==> src/rtl/oled_seq_pkg.sv <==
package oled_seq_pkg;

    localparam int unsigned FRAME_BYTES = 3;

    localparam logic [5:0] ADDR_PREFIX  = 6'b011110;
    localparam logic [7:0] CTRL_CMD     = 8'h00;
    localparam logic [7:0] OPC_DISP_ON  = 8'hAF;
    localparam logic [7:0] OPC_DISP_OFF = 8'hAE;

    typedef enum logic [2:0] {
        SQ_OFF,
        SQ_RSTPULSE,
        SQ_UP_TX,
        SQ_SETTLE,
        SQ_ON,
        SQ_DN_TX
    } seq_state_e;

    typedef enum logic [1:0] {
        EN_IDLE,
        EN_START,
        EN_BIT,
        EN_STOP
    } eng_state_e;

    typedef struct packed {
        logic [7:0] opcode;
        logic [7:0] ctrl;
        logic [7:0] addr;
    } cmd_frame_t;

    function automatic logic [7:0] addr_byte(input logic sel);
        return {ADDR_PREFIX, sel, 1'b0};
    endfunction

    function automatic int unsigned ns_to_cycles(input int unsigned khz, input int unsigned ns);
        longint unsigned t;
        t = (longint'(khz) * longint'(ns) + 64'd999999) / 64'd1000000;
        return (t < 1) ? 1 : int'(t);
    endfunction

    function automatic int unsigned us_to_cycles(input int unsigned khz, input int unsigned us);
        longint unsigned t;
        t = (longint'(khz) * longint'(us) + 64'd999) / 64'd1000;
        return (t < 1) ? 1 : int'(t);
    endfunction

    function automatic int unsigned quarter_cycles(input int unsigned khz, input int unsigned scl_khz);
        int unsigned q;
        q = khz / (4 * scl_khz);
        return (q < 2) ? 2 : q;
    endfunction

endpackage

==> src/rtl/oled_i2c_writer.sv <==
module oled_i2c_writer
    import oled_seq_pkg::*;
#(
    parameter int unsigned NB        = 3,
    parameter int unsigned Q         = 4,
    parameter bit          CHECK_ACK = 1'b1
) (
    input  logic                clk,
    input  logic                rst,
    input  logic                go,
    input  logic [NB-1:0][7:0]  frame,
    input  logic                sda_in,
    output logic                scl_low,
    output logic                sda_low,
    output logic                busy,
    output logic                fin,
    output logic                nack
);
    localparam int QW = (Q > 1) ? $clog2(Q) : 1;
    localparam int BW = (NB > 1) ? $clog2(NB) : 1;

    eng_state_e     st;
    logic [1:0]     ph;
    logic [QW-1:0]  qc;
    logic [3:0]     bitn;
    logic [BW-1:0]  byten;
    logic           ackbad;
    logic           fin_q;
    logic           nack_q;

    logic tick;
    logic last_byte;
    logic cur_bit;
    logic [7:0] cur_byte;

    assign tick      = (qc == QW'(Q - 1));
    assign last_byte = (byten == BW'(NB - 1));
    assign cur_byte  = frame[byten];
    assign cur_bit   = cur_byte[3'(4'd7 - bitn)];

    always_ff @(posedge clk) begin
        if (rst) begin
            st     <= EN_IDLE;
            ph     <= '0;
            qc     <= '0;
            bitn   <= '0;
            byten  <= '0;
            ackbad <= 1'b0;
            fin_q  <= 1'b0;
            nack_q <= 1'b0;
        end else begin
            fin_q  <= 1'b0;
            nack_q <= 1'b0;
            if (st == EN_IDLE) begin
                qc <= '0;
                ph <= '0;
                if (go) st <= EN_START;
            end else begin
                qc <= tick ? '0 : qc + 1'b1;
            end
            case (st)
                EN_START: begin
                    if (tick) begin
                        if (ph == 2'd1) begin
                            st     <= EN_BIT;
                            ph     <= '0;
                            bitn   <= '0;
                            byten  <= '0;
                            ackbad <= 1'b0;
                        end else begin
                            ph <= ph + 1'b1;
                        end
                    end
                end
                EN_BIT: begin
                    if (tick) begin
                        if (ph == 2'd1 && bitn == 4'd8) ackbad <= sda_in;
                        if (ph == 2'd3) begin
                            ph <= '0;
                            if (bitn == 4'd8) begin
                                if ((ackbad && CHECK_ACK) || last_byte) begin
                                    st <= EN_STOP;
                                end else begin
                                    byten <= byten + 1'b1;
                                    bitn  <= '0;
                                end
                            end else begin
                                bitn <= bitn + 1'b1;
                            end
                        end else begin
                            ph <= ph + 1'b1;
                        end
                    end
                end
                EN_STOP: begin
                    if (tick) begin
                        if (ph == 2'd2) begin
                            st     <= EN_IDLE;
                            fin_q  <= 1'b1;
                            nack_q <= ackbad && CHECK_ACK;
                        end else begin
                            ph <= ph + 1'b1;
                        end
                    end
                end
                default: ;
            endcase
        end
    end

    always_comb begin
        scl_low = 1'b0;
        sda_low = 1'b0;
        case (st)
            EN_START: begin
                sda_low = 1'b1;
                scl_low = (ph == 2'd1);
            end
            EN_BIT: begin
                scl_low = (ph == 2'd0) || (ph == 2'd3);
                sda_low = (bitn < 4'd8) ? ~cur_bit : 1'b0;
            end
            EN_STOP: begin
                scl_low = (ph == 2'd0);
                sda_low = (ph != 2'd2);
            end
            default: ;
        endcase
    end

    assign busy = (st != EN_IDLE);
    assign fin  = fin_q;
    assign nack = nack_q;

endmodule

==> src/rtl/oled_seq_ctrl.sv <==
module oled_seq_ctrl
    import oled_seq_pkg::*;
#(
    parameter int unsigned RST_CYC    = 150,
    parameter int unsigned SETTLE_CYC = 1000
) (
    input  logic        clk,
    input  logic        rst,
    input  logic        up_req,
    input  logic        down_req,
    input  logic        addr_sel,
    input  logic        fin,
    input  logic        nack,
    output logic        go,
    output cmd_frame_t  frame,
    output logic        rst_n_out,
    output logic        ready,
    output logic        busy,
    output logic        done,
    output logic        err
);
    localparam int unsigned MAXC = (RST_CYC > SETTLE_CYC) ? RST_CYC : SETTLE_CYC;
    localparam int CW = (MAXC > 1) ? $clog2(MAXC + 1) : 1;

    seq_state_e     st;
    logic [CW-1:0]  cnt;
    logic           sel_q;
    logic [7:0]     opc_q;
    logic           go_q;
    logic           done_q;
    logic           err_q;

    always_ff @(posedge clk) begin
        if (rst) begin
            st     <= SQ_OFF;
            cnt    <= '0;
            sel_q  <= 1'b0;
            opc_q  <= OPC_DISP_ON;
            go_q   <= 1'b0;
            done_q <= 1'b0;
            err_q  <= 1'b0;
        end else begin
            go_q   <= 1'b0;
            done_q <= 1'b0;
            case (st)
                SQ_OFF: begin
                    if (up_req) begin
                        st    <= SQ_RSTPULSE;
                        cnt   <= '0;
                        sel_q <= addr_sel;
                        err_q <= 1'b0;
                    end
                end
                SQ_RSTPULSE: begin
                    if (cnt == CW'(RST_CYC - 1)) begin
                        st    <= SQ_UP_TX;
                        opc_q <= OPC_DISP_ON;
                        go_q  <= 1'b1;
                    end else begin
                        cnt <= cnt + 1'b1;
                    end
                end
                SQ_UP_TX: begin
                    if (fin) begin
                        if (nack) begin
                            st     <= SQ_OFF;
                            err_q  <= 1'b1;
                            done_q <= 1'b1;
                        end else begin
                            st  <= SQ_SETTLE;
                            cnt <= '0;
                        end
                    end
                end
                SQ_SETTLE: begin
                    if (cnt == CW'(SETTLE_CYC - 1)) begin
                        st     <= SQ_ON;
                        done_q <= 1'b1;
                    end else begin
                        cnt <= cnt + 1'b1;
                    end
                end
                SQ_ON: begin
                    if (down_req) begin
                        st    <= SQ_DN_TX;
                        opc_q <= OPC_DISP_OFF;
                        go_q  <= 1'b1;
                        err_q <= 1'b0;
                    end
                end
                SQ_DN_TX: begin
                    if (fin) begin
                        st     <= SQ_OFF;
                        err_q  <= nack;
                        done_q <= 1'b1;
                    end
                end
                default: st <= SQ_OFF;
            endcase
        end
    end

    always_comb begin
        frame.addr   = addr_byte(sel_q);
        frame.ctrl   = CTRL_CMD;
        frame.opcode = opc_q;
    end

    assign go        = go_q;
    assign rst_n_out = (st != SQ_OFF) && (st != SQ_RSTPULSE);
    assign ready     = (st == SQ_ON);
    assign busy      = (st != SQ_OFF) && (st != SQ_ON);
    assign done      = done_q;
    assign err       = err_q;

endmodule

==> src/rtl/oled_pwr_seq.sv <==
module oled_pwr_seq
    import oled_seq_pkg::*;
#(
    parameter int unsigned CLK_KHZ   = 50000,
    parameter int unsigned RST_NS    = 3000,
    parameter int unsigned SETTLE_US = 100000,
    parameter int unsigned SCL_KHZ   = 400,
    parameter bit          CHECK_ACK = 1'b1
) (
    input  logic clk,
    input  logic rst,
    input  logic up_req,
    input  logic down_req,
    input  logic addr_sel,
    input  logic sda_in,
    output logic scl_low,
    output logic sda_low,
    output logic rst_n_out,
    output logic ready,
    output logic busy,
    output logic done,
    output logic err
);
    localparam int unsigned RST_CYC    = ns_to_cycles(CLK_KHZ, RST_NS);
    localparam int unsigned SETTLE_CYC = us_to_cycles(CLK_KHZ, SETTLE_US);
    localparam int unsigned QCYC       = quarter_cycles(CLK_KHZ, SCL_KHZ);

    logic        go;
    logic        fin;
    logic        nack;
    logic        eng_busy;
    cmd_frame_t  frame;

    oled_seq_ctrl #(
        .RST_CYC    (RST_CYC),
        .SETTLE_CYC (SETTLE_CYC)
    ) u_ctrl (
        .clk       (clk),
        .rst       (rst),
        .up_req    (up_req),
        .down_req  (down_req),
        .addr_sel  (addr_sel),
        .fin       (fin),
        .nack      (nack),
        .go        (go),
        .frame     (frame),
        .rst_n_out (rst_n_out),
        .ready     (ready),
        .busy      (busy),
        .done      (done),
        .err       (err)
    );

    oled_i2c_writer #(
        .NB        (FRAME_BYTES),
        .Q         (QCYC),
        .CHECK_ACK (CHECK_ACK)
    ) u_eng (
        .clk     (clk),
        .rst     (rst),
        .go      (go),
        .frame   (frame),
        .sda_in  (sda_in),
        .scl_low (scl_low),
        .sda_low (sda_low),
        .busy    (eng_busy),
        .fin     (fin),
        .nack    (nack)
    );

endmodule

==> config.mk <==
export PLATFORM = sky130hd
export DESIGN_NAME = oled_pwr_seq
export DESIGN_NICKNAME = d
export VERILOG_FILES = /design/src/rtl/oled_seq_pkg.sv /design/src/rtl/oled_i2c_writer.sv /design/src/rtl/oled_seq_ctrl.sv /design/src/rtl/oled_pwr_seq.sv
export SDC_FILE = /design/constraint.sdc
export NUM_CORES = 1
export LEC_CHECK = 0
export BUFFER_PORTS_ARGS = -buffer_cell sky130_fd_sc_hd__buf_2
export CAP_MARGIN = 10
export CORE_MARGIN = 2
export CORE_UTILIZATION = 44
export DETAILED_ROUTE_END_ITERATION = 8
export GPL_TIMING_DRIVEN = 0
export PLACE_DENSITY = 0.65
export SLEW_MARGIN = 30
export SYNTH_ARGS = -nofsm -noshare
export SYNTH_HDL_FRONTEND = slang
export SYNTH_SLANG_ARGS = --single-unit
==> constraint.sdc <==
create_clock -name clk -period 2.9 [get_ports clk]
set_clock_uncertainty 0.1 [all_clocks]
set_input_delay 0.58 -clock clk [delete_from_list [all_inputs] [get_ports clk]]
set_output_delay 0.58 -clock clk [all_outputs]
set_load 0.1 [all_outputs]
## After elaboration in Yosys (flattened, before gate mapping)

Cells that the tools add are included.
W data, S select, Z words.

| word-level totals | value |
|---|---|
| bits in registers | 56 |
| bits of input ports | 6 |
| output and inout bits | 7 |
| word-level logic and storage cells | 166 |

| operators by class | value |
|---|---|
| add/sub/neg operators | 6 |
| magnitude comparators | 3 |
| equality and inequality tests | 37 |
| muxes and demuxes | 77 |
| bitwise gates (word level) | 4 |
| reductions and logical operators | 24 |

Operators by type and width:

| operator | count |
|---|---|
| $mux W23 | 5 |
| $pmux W23 S4 | 1 |
| $mux W2 | 24 |
| $mux W4 | 6 |
| $mux W8 | 3 |
| $reduce_and A6 Y1 | 4 |
| $add A23 B1 Y23 const B | 1 |
| $eq A23 B23 Y1 const B | 1 |
| $eq A23 B8 Y1 const B | 1 |
| $ne A2 B1 Y1 const B | 11 |
| $mux W1 | 18 |
| $mux W3 | 6 |
| $pmux W3 S6 | 1 |
| $bmux W8 S2 | 1 |
| $pmux W8 S2 | 1 |
| $ne A2 B2 Y1 const B | 7 |
| $pmux W2 S3 | 2 |
| $eq A2 B2 Y1 const B | 5 |
| $pmux W1 S3 | 3 |
| $pmux W4 S2 | 1 |
| $reduce_bool A4 Y1 | 2 |
| $reduce_and A7 Y1 | 1 |
| $eq A3 B2 Y1 const B | 2 |
| $eq A3 B3 Y1 const B | 2 |
| 29 further kinds | 42 |

## Depth between registers and ports, before layout

Gate-level depths: netlist of run 1.

| depth | value |
|---|---|
| depth in word-level cells | 7 |
| gate-level depth with buffers | 8 |
| gate-level depth less buffers | 7 |

## By module

Synthesis of run 1 repeated with hierarchy kept, for this count alone.

| unflattened totals | value |
|---|---|
| cell total of the unflattened synthesis | 394 |
| area, all modules | 3249.4 sq um |

By module, submodules not included:

| module | times used | cells an instance | area each (sq um) | sequential area each (sq um) |
|---|---|---|---|---|
| oled_seq_ctrl | 1 | 251 | 2010.7 | 620.6 |
| oled_i2c_writer | 1 | 143 | 1238.7 | 360.3 |

## Worst setup path before layout of run 1

No wires, ideal clock.

| timing path | value |
|---|---|
| path type | register -> output |
| from | register u_eng.byten[0] |
| to | output sda_low |
| data arrival time | 2.758 ns |
| required time | 2.220 ns |
| path slack | -0.538 ns |
| cell stages (with the launch flop) | 7 |
| buffers on the path | 0 |
| cells stage by stage | dfxtp_1 -> inv_1 -> ha_1 -> mux2_1 -> o22ai_1 -> o21ai_1 -> a31oi_1 |

| on the way | value |
|---|---|
| word-level cells in the longest chain between the ends | 7 |

RTL lines:

| what | line | text |
|---|---|---|
| start, declared | oled_i2c_writer.sv:26 | `logic [BW-1:0] byten;` |
| start signal, assigned | oled_i2c_writer.sv:84 | `byten <= byten + 1'b1;` |
| $bmux W8 S2 | oled_i2c_writer.sv:38 | `assign cur_byte = frame[byten];` |
| $mux W8 (implied by the code) | oled_i2c_writer.sv:38 |  |
| $bmux W1 S3 | oled_i2c_writer.sv:39 | `assign cur_bit = cur_byte[3'(4'd7 - bitn)];` |
| $mux W1 (implied by the code) | oled_i2c_writer.sv:39 |  |
| $not A1 Y1 | oled_i2c_writer.sv:121 | `sda_low = (bitn < 4'd8) ? ~cur_bit : 1'b0;` |
| $mux W1 | oled_i2c_writer.sv:121 |  |
| $pmux W1 S3 | oled_i2c_writer.sv:114 | `case (st)` |
| end, declared | oled_pwr_seq.sv:17 | `output logic sda_low,` |

No other way between the ends. The select of a mux whose other input is x is not followed.

## Final worst setup path of run 1

| timing path | value |
|---|---|
| from | register u_eng.bitn[2] |
| to | output sda_low |

| on the way | value |
|---|---|
| word-level cells in the longest chain between the ends | 6 |
| elaborated cells between the ends (all ways) | 7 |
| classes of those cells | 1 x add/sub; 1 x order compare; 4 x mux; 1 x bitwise |

RTL lines:

| what | line | text |
|---|---|---|
| start, declared | oled_i2c_writer.sv:25 | `logic [3:0] bitn;` |
| start signal, assigned | oled_i2c_writer.sv:88 | `bitn <= bitn + 1'b1;` |
| $sub A3 B3 Y3 | oled_i2c_writer.sv:39 |  |
| $bmux W1 S3 | oled_i2c_writer.sv:39 |  |
| $mux W1 (implied by the code) | oled_i2c_writer.sv:39 |  |
| $not A1 Y1 | oled_i2c_writer.sv:121 |  |
| $mux W1 (*) | oled_i2c_writer.sv:121 |  |
| $pmux W1 S3 (*) | oled_i2c_writer.sv:114 |  |

Mark *: on every way between the ends. The rest lies on a longest branch, timed or not. The select of a mux whose other input is x is not followed.

==> results.toml, run 1 <==
[synth]
syn_area_per_cell_sq_um = 8.26
synthArstFlopShare_pct = 0
syn_area_sq_um = 2940
synth_fp_nets = 380
ys_types = 55
yosysWarnings = 0
synth_area_leaders = "dfxtp_1, ha_1, xnor2_1"
syn_inst = 356
synth.most_common_cell = "dfxtp_1"
synth_top_area_share_pct = 33.3
synth_top_flop_cell = "dfxtp_1"
synthTopCellsByCount = "dfxtp_1, nor2_1, a21oi_1"
synth-edff-count = 0
synth_area_leader_cell = "dfxtp_1"
yosysSeqAreaShare_pct = 33.3
ys_ff_latch = 49

[clock_tree]
clkSinkCount = 49
cts_buffers = 5
post-cts-setup-buffers = 0
insertion_delay_ps = 310
cts_max_level = 2
cts_buffer_depth = 2
tritoncts = "yes"
cts.clk_slew.worst_paths_ps = 90
cts-root-buf = "clkbuf_8"

[worst_setup_path]
worstPathArrival_ps = 2090
crit_required_ps = 2220
path_max_fanout = 9
setup.worst_path.end_class = "output port"
reg2reg_slack_ps = 540
cp-start-kind = "flop"
path_class = "reg -> out"

[drt]
drt_iter0_markers = 215
wire_per_inst_microns = 14.5
wirelength_microns = 6550
vias_per_cell = 5.83
drtPass1Iterations = 5
ant_nets = 0
drc = 0
vias = 2643

[global_route]
grt_max_degree = 16
grt_pass1_vias = 2397
grt_pass1_wl_microns = 11400
grt-ovfl-total = 0
grtUsageTotal_pct = 18.7
antenna_found_initial = 0

[timing]
fmax_ghz = 0.361
min_period_ps = 2770
rsz0062_at_grt = "false"
timing.hold.ws_ps = 377
period_share_pct = 95.5
max_slew_margin_pct = 56.5
finalSetupTns_ps = 0
hold_violations = 0
tightest_slew_ps = 648
finalSetupViolations = 0
drv_slew = 0

[die]
rows = 29
io_pins = 13
die_x_microns = 85.8
die_y_microns = 85.8
die_area_sq_um = 7360
core-area_sq_um = 6420
start_util_pct = 45.8

[status]
status = "completed"

[final_layout]
final_core_util_pct = 50.3
nets = 399
n_antenna_cell = 0
areaGrowthSynthToFinish_pct = 9.91
drive_above_1_share_pct = 9.84
design_area_sq_um = 3230

[min_path]
holdCritPathClass = "reg -> reg"

[power_and_ir_drop]
total_power_w = 0.00126
p_per_area_nw_per_um2 = 390
ir_worst_vdd_uv = 216
internal_power_w = 0.000976
pwr-share-comb_pct = 5.1
leakagePower_nw = 1.09
swShare_pct = 22.6
p_seq_share_pct = 53.7
pwr-share-clk_pct = 41.2
netSwitchingPower_w = 0.000285

[place]
place.gp.congestion = 0.867
hpwl_microns = 4760
io_buffers = 12
dpl_cell_area_sq_um = 3110

[job]
drv_cap = 0
## cell type report
type | instances | area (sq um)
inverter | 21 | 78.8
fill | 644 | 3190
buffer | 17 | 100
sequential | 49 | 981
multi-input combinational | 269 | 1790
clock buffer | 6 | 82.6
clock inverter | 2 | 37.5
timing repair buffer | 12 | 62.6
tap | 77 | 96.3
## metrics by stage
step | setup WS (ps) | std cells
floorplan | 124 | 356
global placement | 379 | 445
detailed placement | 375 | 445
CTS | 25.2 | 453
global route | 13.1 | 453
finish | 132 | 453
## power groups by stage
stage               clock, W  sequential [W]  combinational, W
floorplan                  0        0.000693         0.0000462
global placement           0        0.000693         0.0000641
detailed placement         0        0.000693         0.0000643
CTS                 0.000540        0.000677         0.0000644
global route        0.000568        0.000678         0.0000702
finish              0.000520        0.000677         0.0000641
## cell families (layout without fill, tap and decap cells)
kind of cell	Yosys count	after routing	share of synthesized area, %
multiplexers	6	6	2.21
adder cells (fa/ha/maj)	18	18	7.66
AO/OA/AOI/OAI	71	71	16.1
AND/OR/NAND/NOR	155	155	29.0
XOR/XNOR	19	19	5.66
flip-flops	49	49	33.3
buffers and inverters	38	58	6.04
## flip-flops by register name (all words and copies together), names as in the netlist
register	cells
u_ctrl.done	1
u_ctrl.sel_q	1
u_eng.ackbad	1
u_eng.nack	1
u_eng.ph	2
u_ctrl.go	1
u_eng.st	2
u_ctrl.cnt	23
u_ctrl.err	1
u_ctrl.st	3
u_eng.qc	5
u_eng.fin	1
u_eng.byten	2
u_eng.bitn	4
u_ctrl.opc_q	1
## routing by layer
layer	vias up	global-route usage [%]	wire length (microns)
met5	-	0	0
met4	0	4.62	72
met3	9	3.75	213
met2	57	30.8	3150
met1	1237	25.1	3110
li1	1340	-	-
## worst paths after layout
path	from	end	cells after the start
hold / removal	u_eng.qc[0]	u_eng.qc[0]	1
setup / recovery	u_eng.bitn[2]	sda_low	6
setup reg to reg	u_ctrl.cnt[12]	u_ctrl.cnt[6]	6
hold reg to reg	u_eng.qc[0]	u_eng.qc[0]	1
## cells in the final DEF, fill, tap and decap left out, drive strengths merged, types with 3 or more instances in the layout
cell,instances
a211oi,6
a21oi,25
a31o,3
a31oi,3
and3,3
and4,5
buf,17
clkbuf,18
dfxtp,49
ha,18
inv,21
mux2,4
nand2,23
nand2b,7
nand3,13
nand4,12
nor2,38
nor3,15
nor4,12
o21ai,9
o22ai,4
o31ai,6
or3,4
or4,9
xnor2,17
## critical path, cell delays in order, from the launching register on
cell	delay, ps
dfxtp_1	310
clkbuf_1	320
mux2_1	370
o22ai_1	130
o21ai_1	110
a31oi_2	190
clkbuf_4	360
## timing repair
action,in CTS,in global routing
endpoints found under the hold margin,0,0
hold buffers,0,0
setup endpoints to repair,0,2
gates resized for setup,0,3
Note: power is estimated with default switching activity, not from simulation.
==> inputs of run 2 (changes only) <==
--- a/config.mk
+++ b/config.mk
@@ -12,6 +12,7 @@
 export DETAILED_ROUTE_END_ITERATION = 8
 export GPL_TIMING_DRIVEN = 0
 export PLACE_DENSITY = 0.65
+export RECOVER_POWER = 100
 export SLEW_MARGIN = 30
 export SYNTH_ARGS = -nofsm -noshare
 export SYNTH_HDL_FRONTEND = slang
==> results.toml, run 2 (synthesis results as in run 1) <==
[worst_setup_path]
reg2reg_slack_ps = 160
setup.worst_path.end_class = "output port"
path_delay_family = "buffers and inverters"
path_max_fanout = 9
reg2reg_depth = 6
r2r-start = "u_ctrl.cnt[12]"
r2r_end = "u_ctrl.cnt[6]"
critical_path_depth = 6
crit_required_ps = 2220
slowest_stage = "mux2_1"
cp-start-kind = "flop"
path_class = "reg -> out"
cp_num_buf_inv = 2
worstPathArrival_ps = 2090
max_stage_delay_ps = 370
worstPathCellList = "clkbuf_1, mux2_1, o22ai_1, o21ai_1, a31oi_2, clkbuf_4"

[job]
drv_cap = 0

[clock_tree]
cts.clk_slew.worst_paths_ps = 90
insertion_delay_ps = 310
cts_buffer_depth = 2
cts_buffers = 5
clkSinkCount = 49
post-cts-setup-buffers = 0
tritoncts = "yes"
cts_max_level = 2
cts-root-buf = "clkbuf_8"

[timing]
drv_slew = 0
period_share_pct = 95.5
hold_violations = 0
max_slew_margin_pct = 22.7
finalSetupTns_ps = 0
setup_ws_ps = 131
fmax_ghz = 0.361
tightest_slew_ps = 1160
finalSetupViolations = 0
rsz0062_at_grt = "false"
min_period_ps = 2770

[min_path]
hp-start = "u_eng.qc[0]"
hold_depth = 1
holdCritPathClass = "reg -> reg"
hold_end = "u_eng.qc[0]"

[global_route]
grt-ovfl-total = 0
grtUsageTotal_pct = 18.7
grt_pass1_wl_microns = 11400
grt_pass1_vias = 2397
grt_max_degree = 16
antenna_found_initial = 0

[power_and_ir_drop]
ir_worst_vdd_uv = 216
leakagePower_nw = 1.08
total_power_w = 0.00126
p_per_area_nw_per_um2 = 393

[final_layout]
final_cells = 453
mostFrequentLayoutCell = "dfxtp_1"
drive_above_1_share_pct = 8.78
layout_common_cells = "dfxtp_1, nor2_1, a21oi_1"
nets = 399
areaGrowthSynthToFinish_pct = 9.19
n_antenna_cell = 0
top_register = "u_ctrl.cnt"
largest_reg_flops = 23
largest_registers = "u_ctrl.cnt: 23 flops, u_eng.qc: 5 flops, u_eng.bitn: 4 flops"

[drt]
drc = 0
wirelength_microns = 6520
wire_per_inst_microns = 14.4
drtPass1Iterations = 4
vias = 2644
drt_iter0_markers = 194
ant_nets = 0
vias_per_cell = 5.84

[place]
hpwl_microns = 4760
io_buffers = 12
dp.cells = 445
place.gp.congestion = 0.867
dpl_worst_slack_ps = 375

[die]
core-area_sq_um = 6420
start_util_pct = 45.8
die_x_microns = 85.8
die_area_sq_um = 7360
die_y_microns = 85.8
io_pins = 13
rows = 29

[status]
status = "completed"
[run 2: metal layers]
metal | global-route usage (%) | vias to the layer above | routed length (microns)
met3 | 3.75 | 8 | 196
met2 | 30.8 | 54 | 3100
met5 | 0 | - | 0
li1 | - | 1344 | -
met1 | 25.1 | 1238 | 3150
met4 | 4.62 | 0 | 70
[run 2: worst max path at each step]
stage          slack (ps)      end            from
2_1_floorplan         120  sda_low  u_eng.byten[0]
3_3_place_gp          380  sda_low  u_eng.byten[0]
3_5_place_dp          380  sda_low  u_eng.byten[0]
4_1_cts                30  sda_low  u_eng.byten[0]
5_1_grt                10  sda_low   u_eng.bitn[0]
6_report              130  sda_low   u_eng.bitn[2]
[run 2: report_power, final]
part	leakage, nW	internal [W]	switching, W
logic	0.623	0.0000186	0.0000444
clock network	0.0574	0.000281	0.000242
registers	0.395	0.000675	0.00000203
[run 2: what timing repair did]
| action | 4_1_cts | 5_1_grt |
|---|---|---|
| endpoints found under the setup margin | 0 | 2 |
| gates resized for setup | 0 | 3 |
| hold buffers | 0 | 0 |
[run 2: per-stage QoR]
stage               instance area (sq um)  util [%]  hold WS [ps]
floorplan                            2950         -           330
global placement                     3110      48.4           346
detailed placement                   3110      48.4           357
CTS                                  3230      50.3           378
global route                         3210      50.0           393
finish                               3210      50.0           378
[run 2: area by class of cell]
type                    count  area (sq um)
flip-flops and latches     49           981
multi-input cells         269          1780
inverters                  21          78.8
fillers                   645          3210
plain buffers              17          96.3
well taps                  77          96.3
clock inverters             2          37.5
clock buffers               6          82.6
repair buffers             12          60.1
[run 2: worst reg2reg max path: cells and delay by family, from the launching register on]
| kind | cells | cell delay (ps) |
|---|---|---|
| AOI/OAI and AO/OA | 1 | 300 |
| buffers and inverters | 1 | 150 |
| DFF | 1 | 370 |
| muxes | 1 | 300 |
| and+or+nand+nor | 3 | 1400 |
